<file path="src/rtl/tmr_oc_pkg.sv">
package tmr_oc_pkg;

    localparam int unsigned CNT_W_DEF = 16;

    typedef enum logic [1:0] {
        OCM_OFF    = 2'b00,
        OCM_TOGGLE = 2'b01,
        OCM_CLEAR  = 2'b10,
        OCM_SET    = 2'b11
    } ocm_e;

    typedef struct packed {
        logic hit;     // real compare match this cycle
        logic forced;  // software force strobe this cycle
    } oc_event_t;

    typedef struct packed {
        logic dir;
        logic data;
    } port_bits_t;

    // Next output-compare state for an applied action.
    function automatic logic oc_next(input ocm_e mode, input logic cur);
        logic nxt;
        unique case (mode)
            OCM_TOGGLE: nxt = ~cur;
            OCM_CLEAR:  nxt = 1'b0;
            OCM_SET:    nxt = 1'b1;
            default:    nxt = cur;
        endcase
        return nxt;
    endfunction

    // The compare state owns the pin for every mode except off.
    function automatic logic ocm_owns_pin(input ocm_e mode);
        return mode != OCM_OFF;
    endfunction

endpackage

</file>
<file path="src/rtl/tmr_oc_counter.sv">
module tmr_oc_counter #(
    parameter int unsigned CNT_W       = tmr_oc_pkg::CNT_W_DEF,
    parameter bit          HAS_VAR_TOP = 1'b1
) (
    input  logic             clk,
    input  logic             rst,
    input  logic             tick,
    input  logic             var_top,
    input  logic [CNT_W-1:0] top_val,
    input  logic             wr,
    input  logic [CNT_W-1:0] wdata,
    input  logic             blk,
    output logic [CNT_W-1:0] cnt_q
);
    localparam logic [CNT_W-1:0] ONE  = CNT_W'(1);
    localparam logic [CNT_W-1:0] ZERO = '0;

    logic top_reset;

    generate
        if (HAS_VAR_TOP) begin : g_var_top
            assign top_reset = var_top && (cnt_q == top_val) && !blk;
        end else begin : g_fixed
            assign top_reset = 1'b0;
        end
    endgenerate

    always_ff @(posedge clk) begin
        if (rst) begin
            cnt_q <= ZERO;
        end else if (wr) begin
            cnt_q <= wdata;
        end else if (tick) begin
            cnt_q <= top_reset ? ZERO : cnt_q + ONE;
        end
    end

    // normal mode increments by one per tick (wrap is modular)
    assert_count_R2: assert property (@(posedge clk) disable iff (rst)
        (tick && !wr && !var_top) |=> (cnt_q == $past(cnt_q) + ONE));

    // counter holds while the timer clock is stopped
    assert_hold_R2: assert property (@(posedge clk) disable iff (rst)
        (!tick && !wr) |=> $stable(cnt_q));

    // equal to TOP in variable-TOP mode restarts from zero
    assert_top_R3: assert property (@(posedge clk) disable iff (rst)
        (HAS_VAR_TOP && tick && !wr && var_top && !blk && cnt_q == top_val)
        |=> (cnt_q == ZERO));

    // a software write loads the counter on the next edge
    assert_load_R5: assert property (@(posedge clk) disable iff (rst)
        wr |=> (cnt_q == $past(wdata)));

endmodule

</file>
<file path="src/rtl/tmr_oc_compare.sv">
module tmr_oc_compare #(
    parameter int unsigned CNT_W = tmr_oc_pkg::CNT_W_DEF
) (
    input  logic             clk,
    input  logic             rst,
    input  logic             tick,
    input  logic             cnt_wr,
    input  logic             cmp_wr,
    input  logic [CNT_W-1:0] cmp_wdata,
    input  logic [CNT_W-1:0] cnt_q,
    output logic             blk_q,
    output logic             hit,
    output logic             match_q
);
    logic [CNT_W-1:0] cmp_q;

    always_ff @(posedge clk) begin
        if (rst) begin
            cmp_q <= '0;
        end else if (cmp_wr) begin
            cmp_q <= cmp_wdata;
        end
    end

    // Block stays armed until the next enabled timer cycle consumes it.
    always_ff @(posedge clk) begin
        if (rst) begin
            blk_q <= 1'b0;
        end else if (cnt_wr) begin
            blk_q <= 1'b1;
        end else if (tick) begin
            blk_q <= 1'b0;
        end
    end

    assign hit = tick && !cnt_wr && !blk_q && (cnt_q == cmp_q);

    always_ff @(posedge clk) begin
        if (rst) begin
            match_q <= 1'b0;
        end else begin
            match_q <= hit;
        end
    end

    // a flag is only raised after a tick cycle with equal values
    assert_match_src_R4: assert property (@(posedge clk) disable iff (rst)
        match_q |-> $past(tick && cnt_q == cmp_q));

    // the flag lasts one cycle while the timer runs past the value
    assert_match_once_R4: assert property (@(posedge clk) disable iff (rst)
        (match_q && !$past(cnt_wr) && tick && !cnt_wr && !cmp_wr)
        |=> !match_q || ($past(cnt_q) == cmp_q));

    // the tick cycle following a counter write never matches
    assert_block_R5: assert property (@(posedge clk) disable iff (rst)
        (blk_q && tick) |=> !match_q);

endmodule

</file>
<file path="src/rtl/tmr_oc_wave.sv">
module tmr_oc_wave
    import tmr_oc_pkg::*;
(
    input  logic       clk,
    input  logic       rst,
    input  logic [1:0] com,
    input  oc_event_t  evt,
    input  port_bits_t port,
    output logic       pin_out,
    output logic       pin_oe
);
    ocm_e mode;
    logic act;
    logic oc_q;

    assign mode = ocm_e'(com);
    assign act  = evt.hit | evt.forced;

    always_ff @(posedge clk) begin
        if (rst) begin
            oc_q <= 1'b0;
        end else if (act) begin
            oc_q <= oc_next(mode, oc_q);
        end
    end

    // Mode field is used unbuffered: the pin source follows it at once.
    assign pin_out = ocm_owns_pin(mode) ? oc_q : port.data;
    assign pin_oe  = port.dir;

    // clear action
    assert_clear_R7: assert property (@(posedge clk) disable iff (rst)
        (act && mode == OCM_CLEAR) |=> !oc_q);

    // set action
    assert_set_R7: assert property (@(posedge clk) disable iff (rst)
        (act && mode == OCM_SET) |=> oc_q);

    // toggle action
    assert_toggle_R7: assert property (@(posedge clk) disable iff (rst)
        (act && mode == OCM_TOGGLE) |=> (oc_q != $past(oc_q)));

    // state held without an event, whatever the mode does
    assert_keep_R10: assert property (@(posedge clk) disable iff (rst)
        (!act || mode == OCM_OFF) |=> $stable(oc_q));

endmodule

</file>
<file path="src/rtl/tmr_oc_unit.sv">
module tmr_oc_unit
    import tmr_oc_pkg::*;
#(
    parameter int unsigned CNT_W       = CNT_W_DEF,
    parameter bit          HAS_VAR_TOP = 1'b1
) (
    input  logic             clk,
    input  logic             rst,
    input  logic             tick,
    input  logic             var_top,
    input  logic [CNT_W-1:0] top_val,
    input  logic             cnt_wr,
    input  logic [CNT_W-1:0] cnt_wdata,
    input  logic             cmp_wr,
    input  logic [CNT_W-1:0] cmp_wdata,
    input  logic [1:0]       com,
    input  logic             force_stb,
    input  logic             port_dir,
    input  logic             port_data,
    output logic [CNT_W-1:0] cnt_q,
    output logic             match_pulse,
    output logic             pin_out,
    output logic             pin_oe
);
    logic       blk;
    logic       hit;
    oc_event_t  evt;
    port_bits_t port;

    assign evt.hit    = hit;
    assign evt.forced = force_stb;
    assign port.dir   = port_dir;
    assign port.data  = port_data;

    tmr_oc_counter #(
        .CNT_W       (CNT_W),
        .HAS_VAR_TOP (HAS_VAR_TOP)
    ) u_counter (
        .clk     (clk),
        .rst     (rst),
        .tick    (tick),
        .var_top (var_top),
        .top_val (top_val),
        .wr      (cnt_wr),
        .wdata   (cnt_wdata),
        .blk     (blk),
        .cnt_q   (cnt_q)
    );

    tmr_oc_compare #(
        .CNT_W (CNT_W)
    ) u_compare (
        .clk       (clk),
        .rst       (rst),
        .tick      (tick),
        .cnt_wr    (cnt_wr),
        .cmp_wr    (cmp_wr),
        .cmp_wdata (cmp_wdata),
        .cnt_q     (cnt_q),
        .blk_q     (blk),
        .hit       (hit),
        .match_q   (match_pulse)
    );

    tmr_oc_wave u_wave (
        .clk     (clk),
        .rst     (rst),
        .com     (com),
        .evt     (evt),
        .port    (port),
        .pin_out (pin_out),
        .pin_oe  (pin_oe)
    );

    // a force alone, with no real match, leaves the flag low
    assert_force_flag_R8: assert property (@(posedge clk) disable iff (rst)
        (force_stb && !hit) |=> !match_pulse);

endmodule

</file>
<file path="config.mk">
export PLATFORM = sky130hd
export DESIGN_NAME = tmr_oc_unit
export DESIGN_NICKNAME = d
export VERILOG_FILES = /design/src/rtl/tmr_oc_pkg.sv /design/src/rtl/tmr_oc_counter.sv /design/src/rtl/tmr_oc_compare.sv /design/src/rtl/tmr_oc_wave.sv /design/src/rtl/tmr_oc_unit.sv
export SDC_FILE = /design/constraint.sdc
export NUM_CORES = 1
export LEC_CHECK = 0
export BUFFER_PORTS_ARGS = -buffer_cell sky130_fd_sc_hd__buf_2
export CAP_MARGIN = 20
export CORE_ASPECT_RATIO = 1.25
export CORE_MARGIN = 8
export CORE_UTILIZATION = 32
export CTS_BUF_LIST = sky130_fd_sc_hd__clkbuf_2
export DETAILED_ROUTE_END_ITERATION = 16
export HOLD_SLACK_MARGIN = 0.15
export PLACE_DENSITY_LB_ADDON = 0.05
export SLEW_MARGIN = 20
export SYNTH_ARGS = -nofsm -noshare
export SYNTH_HDL_FRONTEND = slang
export SYNTH_SLANG_ARGS = --single-unit
</file>
<file path="constraint.sdc">
create_clock -name clk -period 1.8 [get_ports clk]
set_clock_uncertainty 0.2 [all_clocks]
set_input_delay 0.45 -clock clk [delete_from_list [all_inputs] [get_ports clk]]
set_output_delay 0.45 -clock clk [all_outputs]
set_load 0.03 [all_outputs]
</file>
Word level (Yosys, flattened, before mapping)
Index checks and enable logic that the tools add are counted.

word-level totals
  output and inout bits = 19
  memory bits (writable) = 0
  memories kept = 0
  register bits = 35
  bits in read-only memories = 0
  logic and storage cells = 31
  input port bits = 59
  latch bits = 0

cells by class
  shift operators = 0
  bitwise logic cells = 2
  multiplexer cells = 7
  reductions and logical operators = 11
  equality and inequality tests = 5
  $add $sub $neg = 1
  multipliers = 0
  div/mod/pow operators = 0
  magnitude comparators = 0

operators by type and width
  operator                                                          number
  16-bit two-way mux                                                3
  16-bit == test                                                    2
  16-bit by 1-bit adder with 16-bit output (second input constant)  1
  1-bit logical AND                                                 5
  2-bit == test (second input constant)                             2
  2-bit nonzero test                                                2
  1-bit two-way mux                                                 3
  1-bit one-hot mux with 3 select lines                             1
  3-bit nonzero test                                                1
  2-bit by 1-bit == test with 1-bit output (second input constant)  1
  1-bit zero test                                                   2
  2-bit AND reduction                                               1
  1-bit inverter                                                    1
  1-bit bitwise OR                                                  1

Depth between registers and ports, before layout
Gate-level depths: netlist of run 1.

  depth after elaboration = 6
  depth in mapped cells = 7
  depth with buffers taken out = 6

Hierarchy
Synthesis of run 1 repeated with hierarchy kept, for this count alone.

unflattened totals
  cell total of the unflattened synthesis = 229
  area total of the unflattened synthesis = 2015.7 µm²

by module, submodules not included
  module          area an instance (µm²)  instances  seq. area each (µm²)  cells each
  tmr_oc_counter  1126.1                  1          320.3                 138
  tmr_oc_compare  804.5                   1          360.3                 81
  tmr_oc_wave     85.1                    1          20.0                  10

Worst setup path after synthesis of run 1
No wires, ideal clock.

  path type = register to register
  start = register u_counter.cnt_q[0]
  end = register u_counter.cnt_q[8]
  slack = -0.294 ns
  period minus slack after synthesis = 2.094 ns
  data arrival time = 1.761 ns
  stages on the path, launching flop included = 7
  cells stage by stage = dfxtp_1 ha_1 nand3_1 nor3_1 mux2_2 o211ai_1 a21oi_1

on the way
  word-level cells in the longest chain between the ends = 6
  elaborated cells on any way between the ends = 7
  classes of those cells = add/sub (1); eq/ne (1); mux (3); reduce/logical (2)

ends and longest elaborated chain
  what                                                                                              line                  text
  start: declaration                                                                                tmr_oc_counter.sv:13  output logic [CNT_W-1:0] cnt_q
  start signal: assignment                                                                          tmr_oc_counter.sv:32  cnt_q <= wdata;
  start signal: assignment                                                                          tmr_oc_counter.sv:34  cnt_q <= top_reset ? ZERO : cnt_q + ONE;
  parallel branches: the longest is 3 deep, another holds 16-bit by 1-bit adder with 16-bit output  n/a
  16-bit two-way mux (*)                                                                            tmr_oc_counter.sv:34
  16-bit two-way mux (*)                                                                            tmr_oc_counter.sv:33  end else if (tick) begin
  16-bit two-way mux (*)                                                                            tmr_oc_counter.sv:31  end else if (wr) begin

Every way passes the cells marked *. The select of a mux whose other input is x is not followed.
A chain may end at the register's enable or synchronous reset.

Final worst setup path of run 1
  start = register u_counter.cnt_q[9]
  end = register u_counter.cnt_q[3]

on the way
  word-level cells in the longest chain between the ends = 6

ends and longest elaborated chain
  what                             line                  text
  16-bit == test                   tmr_oc_counter.sv:22  assign top_reset = var_top && (cnt_q == top_val) && !blk;
  1-bit logical AND (2 in series)  tmr_oc_counter.sv:22
  16-bit two-way mux               tmr_oc_counter.sv:34
  16-bit two-way mux               tmr_oc_counter.sv:33
  16-bit two-way mux               tmr_oc_counter.sv:31

Every way passes these cells. The select of a mux whose other input is x is not followed.

==> results of run 1 <==
power by group:
group          internal [mW]  switching (mW)  leakage (nW)
clock network          0.102           0.319        0.0299
registers              0.820          0.0549         0.298
logic                  0.335           0.306          1.24
metal layers:
layer  GRT usage (%)  vias to the layer above  wire [um]
met5               0                        -          0
met4            5.36                        0        142
met3            4.06                       11        457
met2            27.1                       83       3810
met1            19.8                     1076       3720
li1                -                     1218          -
worst max-delay path by stage:
stage	start	end	slack, ps
floorplan	u_counter.cnt_q[5]$_SDFFE_PP0P_	u_counter.cnt_q[8]$_SDFFE_PP0P_	-30
global placement	top_val[9]	u_counter.cnt_q[9]$_SDFFE_PP0P_	-490
detailed placement	top_val[9]	u_counter.cnt_q[10]$_SDFFE_PP0P_	-450
CTS	u_counter.cnt_q[5]$_SDFFE_PP0P_	u_counter.cnt_q[6]$_SDFFE_PP0P_	-120
global route	u_counter.cnt_q[9]$_SDFFE_PP0P_	u_counter.cnt_q[8]$_SDFFE_PP0P_	-160
finish	u_counter.cnt_q[9]$_SDFFE_PP0P_	u_counter.cnt_q[3]$_SDFFE_PP0P_	-90
critical path, delay by kind of cell (launching register included):
| family | cells | cell delay (ps) |
|---|---|---|
| AND/OR/NAND/NOR | 2 | 470 |
| flip-flops | 1 | 420 |
| buffers and inverters | 2 | 290 |
| AO/OA/AOI/OAI | 2 | 230 |
| XOR/XNOR | 1 | 160 |
logic make-up after synthesis:
kind of cell / share of synthesized area [%]
compound gates: 14.2
xor+xnor: 17.1
fa+ha+maj: 0.567
buf+inv: 8.46
flops: 31.8
mux: 7.78
simple gates: 20.1
registers in the layout (all words and copies together), names as in the netlist:
name,cells
u_compare.cmp_q,16
u_counter.cnt_q,16
u_compare.blk_q,1
u_compare.match_q,1
u_wave.oc_q,1
metrics by stage:
| step | hold slack, ps | setup WS [ps] | TNS [ps] | power [mW] |
|---|---|---|---|---|
| after global routing | 198 | -162 | -1690 | 2.05 |
| after floorplan | 281 | -27.4 | -39.5 | 1.19 |
| after CTS | 160 | -115 | -1310 | 1.91 |
| after detailed placement | 308 | -446 | -6700 | 1.40 |
| final | 179 | -86.1 | -702 | 1.94 |
| after global placement | 297 | -486 | -7500 | 1.40 |
Yosys cell counts:
cell type / instances
and4_1: 1
clkbuf_1: 7
inv_1: 6
a211o_1: 1
xor2_1: 19
nand4_1: 6
dfxtp_1: 35
nor2_1: 27
buf_2: 2
o21ai_1: 1
and3_1: 12
o211ai_1: 6
nor3_1: 11
nor3b_1: 2
nor4_1: 5
mux2_2: 1
or3_1: 2
o21ai_0: 8
nand2_1: 6
a21oi_1: 32
nand4_4: 1
o31ai_1: 1
and3_2: 1
buf_4: 8
or4_1: 2
buf_6: 6
o32ai_1: 4
ha_1: 1
mux2i_1: 16
nand3_1: 8
xnor2_1: 24
a31oi_1: 2
cells in the final DEF, fill, tap and decap left out, types with 2 or more instances in the layout:
cell,n
dfxtp_2,6
o21ai_0,3
buf_6,24
nand3_1,6
nand4_1,6
o32ai_1,4
buf_4,41
o21ai_1,2
dfxtp_1,18
xnor2_1,22
o211ai_1,6
inv_1,5
buf_2,60
nor3b_1,2
dlygate4sd3_1,32
xor2_1,18
nand3_2,2
a31oi_1,2
nor3_2,3
dfxtp_4,11
clkbuf_2,5
or4_1,2
or3_1,2
and3_1,12
o21ai_2,4
nor4_2,3
a21oi_1,31
nand2_1,6
nor3_1,8
mux2i_1,16
nor2_1,26
what timing repair did:
item                       in CTS  in global routing
hold endpoints to repair       31                  1
gates cloned                    1                  0
buffers inserted                3                  6
gates resized for setup        41                 37
setup endpoints to repair      30                 34
pin swaps                       8                 19
hold buffers                   31                  1
final cells by class:
type,count,share of cell area (%)
Sequential cell,35,20.9
Clock inverter,3,0.627
Tap cell,90,3.13
Clock buffer,5,0.696
Multi-Input combinational cell,200,40.1
Timing Repair Buffer,158,33.9
Inverter,6,0.627
==> run metrics, run 1 <==
Clock Pin Slew Worst Setup and Hold Paths 230 ps; Fillers 696; WL/cell 16.4 um; Slowest cell on crit path dfxtp_4; Core Util, Final 52.8%; Syn Std Cell Area 2200 um^2; final wirelength 8130 um; Mapped Nets 324; later-pin clock latency in the skew report 410 ps; post-route ant nets 0; fraction of layout instances using a drive strength above 1 42.5%; CP endpoint kind flop; Syn. warnings 0; total gr overflow 0; Initial Util 32.4%; worst r2r path cells 7; Reg2Reg Launch Point u_counter.cnt_q[9]$_SDFFE_PP0P_; status finished, violations left; CTS tree built; most used cell, CP buf_6; CP peak stage delay 420 ps; Layout area overhead 63.0%; Peak VDD IR 0.000293 V; hold wc startpoint cnt_wdata[14]; r2r setup slk -90 ps; top post-synthesis cells by area dfxtp_1 (32%), xnor2_1 (9.5%), xor2_1 (7.5%); Max Slew Vio Count 0; Period minus WS final 1890 ps; I/O Pins 78; largest net degree at the start of global routing 36; Nets 466; Seq. cell area 749 um^2; clock root buffer clkbuf_2; routed vias/inst 4.80; unrepaired setup endpoints after global routing yes; Leakage Power 1.57 nW; worst hold path type in -> reg; Buffers on Ports 75; failing checks negative setup slack; Die Span Y 109 um; worst-path cell chain xor2_4 > nor4_4 > nand4_1 > buf_6 > buf_6 > o211ai_1 > a21oi_1; Die ar. 9820 um^2; Core Area 6810 um^2; max-cap violations 0; crit path kind reg -> reg; Fin. Hold Viols 0; worst slew pin tran 413 ps; Mapped Cells 264; Seq/Total Area, Yosys 31.8%; Worst Path Required 1900 ps; Placed Area 2880 um^2; initial antenna violation count 0; Rel. slew slack 72.4%; maximum clock rate 0.530 GHz; Setup-failing EPs final 15; n_diodes 0; Synth cell types 32; Worst Hold Path Cells 3; first-pass GRT wire length 12,700 um; GP Congestion 0.838; Clock Tree Buf Depth 2; GRT Overall Usage 16.1%; power density over the cells 539 nW/um^2; Residual DRC 0; Avg Cell Area, Syn 8.35 um^2; Non-Filler Instances 497; design area 3590 um^2; Die Wd 90.2 um; top cell type's share of synthesized area 31.8%; Final Worst Setup Slack -86.1 ps; DP Cell Count 448; FP Rows 34; # H-tree levels 2; DRT Pass-1 Iters 4; area of the multi-input gates 1440 um^2; routed vias 2,388; Worst Path Max Fanout 6; post-synth top area cell dfxtp_1; Worst R2R End u_counter.cnt_q[3]$_SDFFE_PP0P_; DR iter-0 viols 94; CP startpoint kind flop; critical path arrival 1980 ps; Num CTS Buffers 5; vias in the first global route 2,479; hold worst-path end u_counter.cnt_q[14]$_SDFFE_PP0P_; Sink Count 35; DP Wirelength 5960 um; flops & latches, synth 35; Final period util 105%
No activity file was read; power rests on OpenSTA's default activity.
==> run 2, diff against run 1 <==
Settings changed: SYNTH_HIERARCHICAL from default to 1.
==> run metrics, run 2 <==
DR iter-0 viols 49 (-48%); r2r setup slk 20 ps (+110 ps); Period minus WS final 1800 ps (-85.9 ps); Syn Std Cell Area 2020 um^2 (-8.6%); CP startpoint kind input port; top cell type's share of synthesized area 34.8% (+3.0 points); flops & latches, synth 35 (unchanged); clock root buffer clkbuf_2; top post-synthesis cells by area dfxtp_1 (35%), xor2_1 (13%), mux2i_1 (7.9%); critical path arrival 1150 ps (-830 ps); Min Hold Slack 175 ps (-3.72 ps); Avg Cell Area, Syn 8.80 um^2 (+5.4%); hold wc startpoint cnt_wdata[10]; n_diodes 0 (unchanged); Mapped Nets 289 (-11%); setup TNS -0.174 ps (+702 ps); final wirelength 6830 um (-16%); top cells by count, synth dfxtp_1 (35), xor2_1 (31), nor2_1 (23), a21oi_1 (17); Final Worst Setup Slack -0.174 ps (+85.9 ps); Nets 419 (-10%); Fin. Hold Viols 0 (unchanged); CTS tree built; Core Area 6130 um^2 (-10%); Residual DRC 0 (unchanged); Reg2Reg Launch Point u_counter/cnt_q[12]$_SDFFE_PP0P_; Mapped Cells 229 (-13%); Rel. slew slack 81.2% (+8.7 points); gr busiest metal met2; Tot Pwr 1.81 mW (-6.4%); FP Rows 32 (-5.9%); Sink Count 35 (unchanged); crit path launch com[0]; GP Congestion 0.784 (-6.4%); Synth cell types 33 (+3.1%); routed vias/inst 4.68 (-2.7%); post-synth top area cell dfxtp_1; ys flop type dfxtp_1; vias in the first global route 2,159 (-13%); largest net degree at the start of global routing 21 (-42%); Clock Pin Slew Worst Setup and Hold Paths 170 ps (-60 ps); Max Slew Vio Count 0 (unchanged); unrepaired setup endpoints after global routing yes; Die Span Y 105 um (-3.7%); Final period util 100% (-4.8 points); most frequent cell after synthesis dfxtp_1; Core Util, Final 53.1% (+0.27 points); most common cell after layout, fill and taps aside buf_2; worst-path cell chain buf_2 > nor2_2 > mux2_4 > buf_6; Seq/Total Area, Yosys 34.8% (+3.0 points); met1 Use GR 18.5% (-1.3 points); Syn. warnings 6 (+6); Peak VDD IR 0.000316 V (+7.8%); worst r2r path cells 6 (-1); Worst Path Max Fanout 2 (-4); DP Wirelength 4990 um (-16%); post-route ant nets 0 (unchanged); failing checks negative setup slack; Worst Setup EP pin_out; Fillers 609 (-13%); status finished, violations left; Clock Tree Buf Depth 2 (unchanged); CP peak stage delay 320 ps (-100 ps); Post-synth EDFFs 0 (unchanged); routed vias 2,081 (-13%); Num CTS Buffers 5 (unchanged); Leakage Power 1.44 nW (-8.4%); Buffers on Ports 75 (unchanged); worst hold path type in -> reg; Slowest cell on crit path mux2_4; Initial Util 32.9% (+0.51 points); DRT Pass-1 Iters 4 (unchanged); GR Layer Usage met2 24.8% (-2.3 points); max-cap violations 0 (unchanged); worst slew pin tran 280 ps (-133 ps); Non-Filler Instances 445 (-10%); first-pass GRT wire length 10,900 um (-14%); commonest cells after routing, fill and taps aside buf_2 (62), buf_4 (33), xor2_1 (31), dlygate4sd3_1 (25), nor2_1 (21); CP endpoint kind output port; Worst R2R End u_counter/cnt_q[6]$_SDFFE_PP0P_; crit path kind in -> out; Layout area overhead 61.3%; Die Wd 87.0 um (-3.6%); total gr overflow 0 (unchanged); grt met3 use 4.47% (+0.40 points); GRT Overall Usage 15.1% (-1.1 points); Async SR Flop Fraction 0% (unchanged); DP Cell Count 401 (-10%); # H-tree levels 2 (unchanged); Regs by FF count u_compare/cmp_q x16, u_counter/cnt_q x16; later-pin clock latency in the skew report 380 ps (-30 ps); maximum clock rate 0.556 GHz (+4.8%); WL/cell 15.3 um (-6.2%); area of the multi-input gates 1320 um^2 (-8.8%); fraction of layout instances using a drive strength above 1 44.2% (+1.7 points); Worst Path Required 1150 ps (-750 ps); I/O Pins 78 (unchanged); Die ar. 9110 um^2 (-7.2%); Seq. cell area 748 um^2 (-0.17%); initial antenna violation count 0 (unchanged); Setup-failing EPs final 1 (-14); power density over the cells 558 nW/um^2 (+3.5%)
run 2: changes by cell type in the layout (fill, tap and decap cells not counted), sizes merged, moves of 4 or more:
cell         before  now
nor2             27   23
o21ai             9    1
inv               8    4
dlygate4sd3      32   25
nor3b             2   15
and3             13    1
o22ai             0   16
xnor2            24   15
xor2             19   31
buf             126  113
a21oi            32   17
o211ai            6    0
run 2: worst max-delay path: cells and delay by family:
| kind | cells | cell delay [ps] |
|---|---|---|
| mux | 1 | 320 |
| buf+inv | 2 | 250 |
| simple gates | 1 | 140 |
run 2: layout make-up:
class                      count  area share, %
clock buffer                   6          0.924
inverter                       4          0.462
timing repair buffer         139           31.6
clock inverter                 2          0.231
sequential                    35           23.0
tap                           85           3.27
multi-input combinational    174           40.5
run 2: power breakdown:
group	total, mW	switching [mW]	leakage [nW]	internal, mW
Combinational	0.583	0.273	1.11	0.310
Sequential	0.874	0.0519	0.298	0.822
Clock	0.356	0.263	0.0281	0.0936
Total	1.81	0.587	1.44	1.22
run 2: cells by family (layout without fill, tap and decap cells):
group	after synthesis	in the layout	share of synthesized area [%]
flip-flops	35	35	34.8
adder cells (fa/ha/maj)	1	1	0.621
XOR/XNOR	46	46	20.0
multiplexers	17	17	8.50
buffers and inverters	20	151	4.78
AND/OR/NAND/NOR	74	74	20.9
AO/OA/AOI/OAI	36	36	10.5
run 2: timing repair:
item                                    4_1_cts  5_1_grt
pin swaps                                     9        5
setup buffers                                 4        7
resized for setup                            27       40
endpoints found under the setup margin       23       30
hold buffers                                 20        5
hold endpoints to repair                     20        5
run 2: through the flow:
| step | setup WS, ps | instance area, um^2 |
|---|---|---|
| after floorplan | 2.47 | 2040 |
| after global placement | -203 | 2660 |
| after detailed placement | -223 | 2660 |
| after CTS | -12.4 | 3020 |
| after global routing | -116 | 3250 |
| final | -0.174 | 3250 |
run 2: worst min-delay path by stage:
stage / to / cells past startpoint / slack [ps]
final: u_counter/cnt_q[10]$_SDFFE_PP0P_ / 3 / 180
after global placement: u_compare/cmp_q[14]$_SDFFE_PP0P_ / 2 / 300
after CTS: u_counter/cnt_q[10]$_SDFFE_PP0P_ / 3 / 150
after floorplan: u_compare/blk_q$_SDFFE_PP0P_ / 2 / 260
after detailed placement: u_compare/cmp_q[11]$_SDFFE_PP0P_ / 2 / 300
after global routing: u_counter/cnt_q[10]$_SDFFE_PP0P_ / 3 / 140
run 2: layer usage:
layer	wire length, um	up-vias
li1	-	1074
met1	3050	955
met2	3360	48
met3	365	4
met4	50	0
met5	0	-
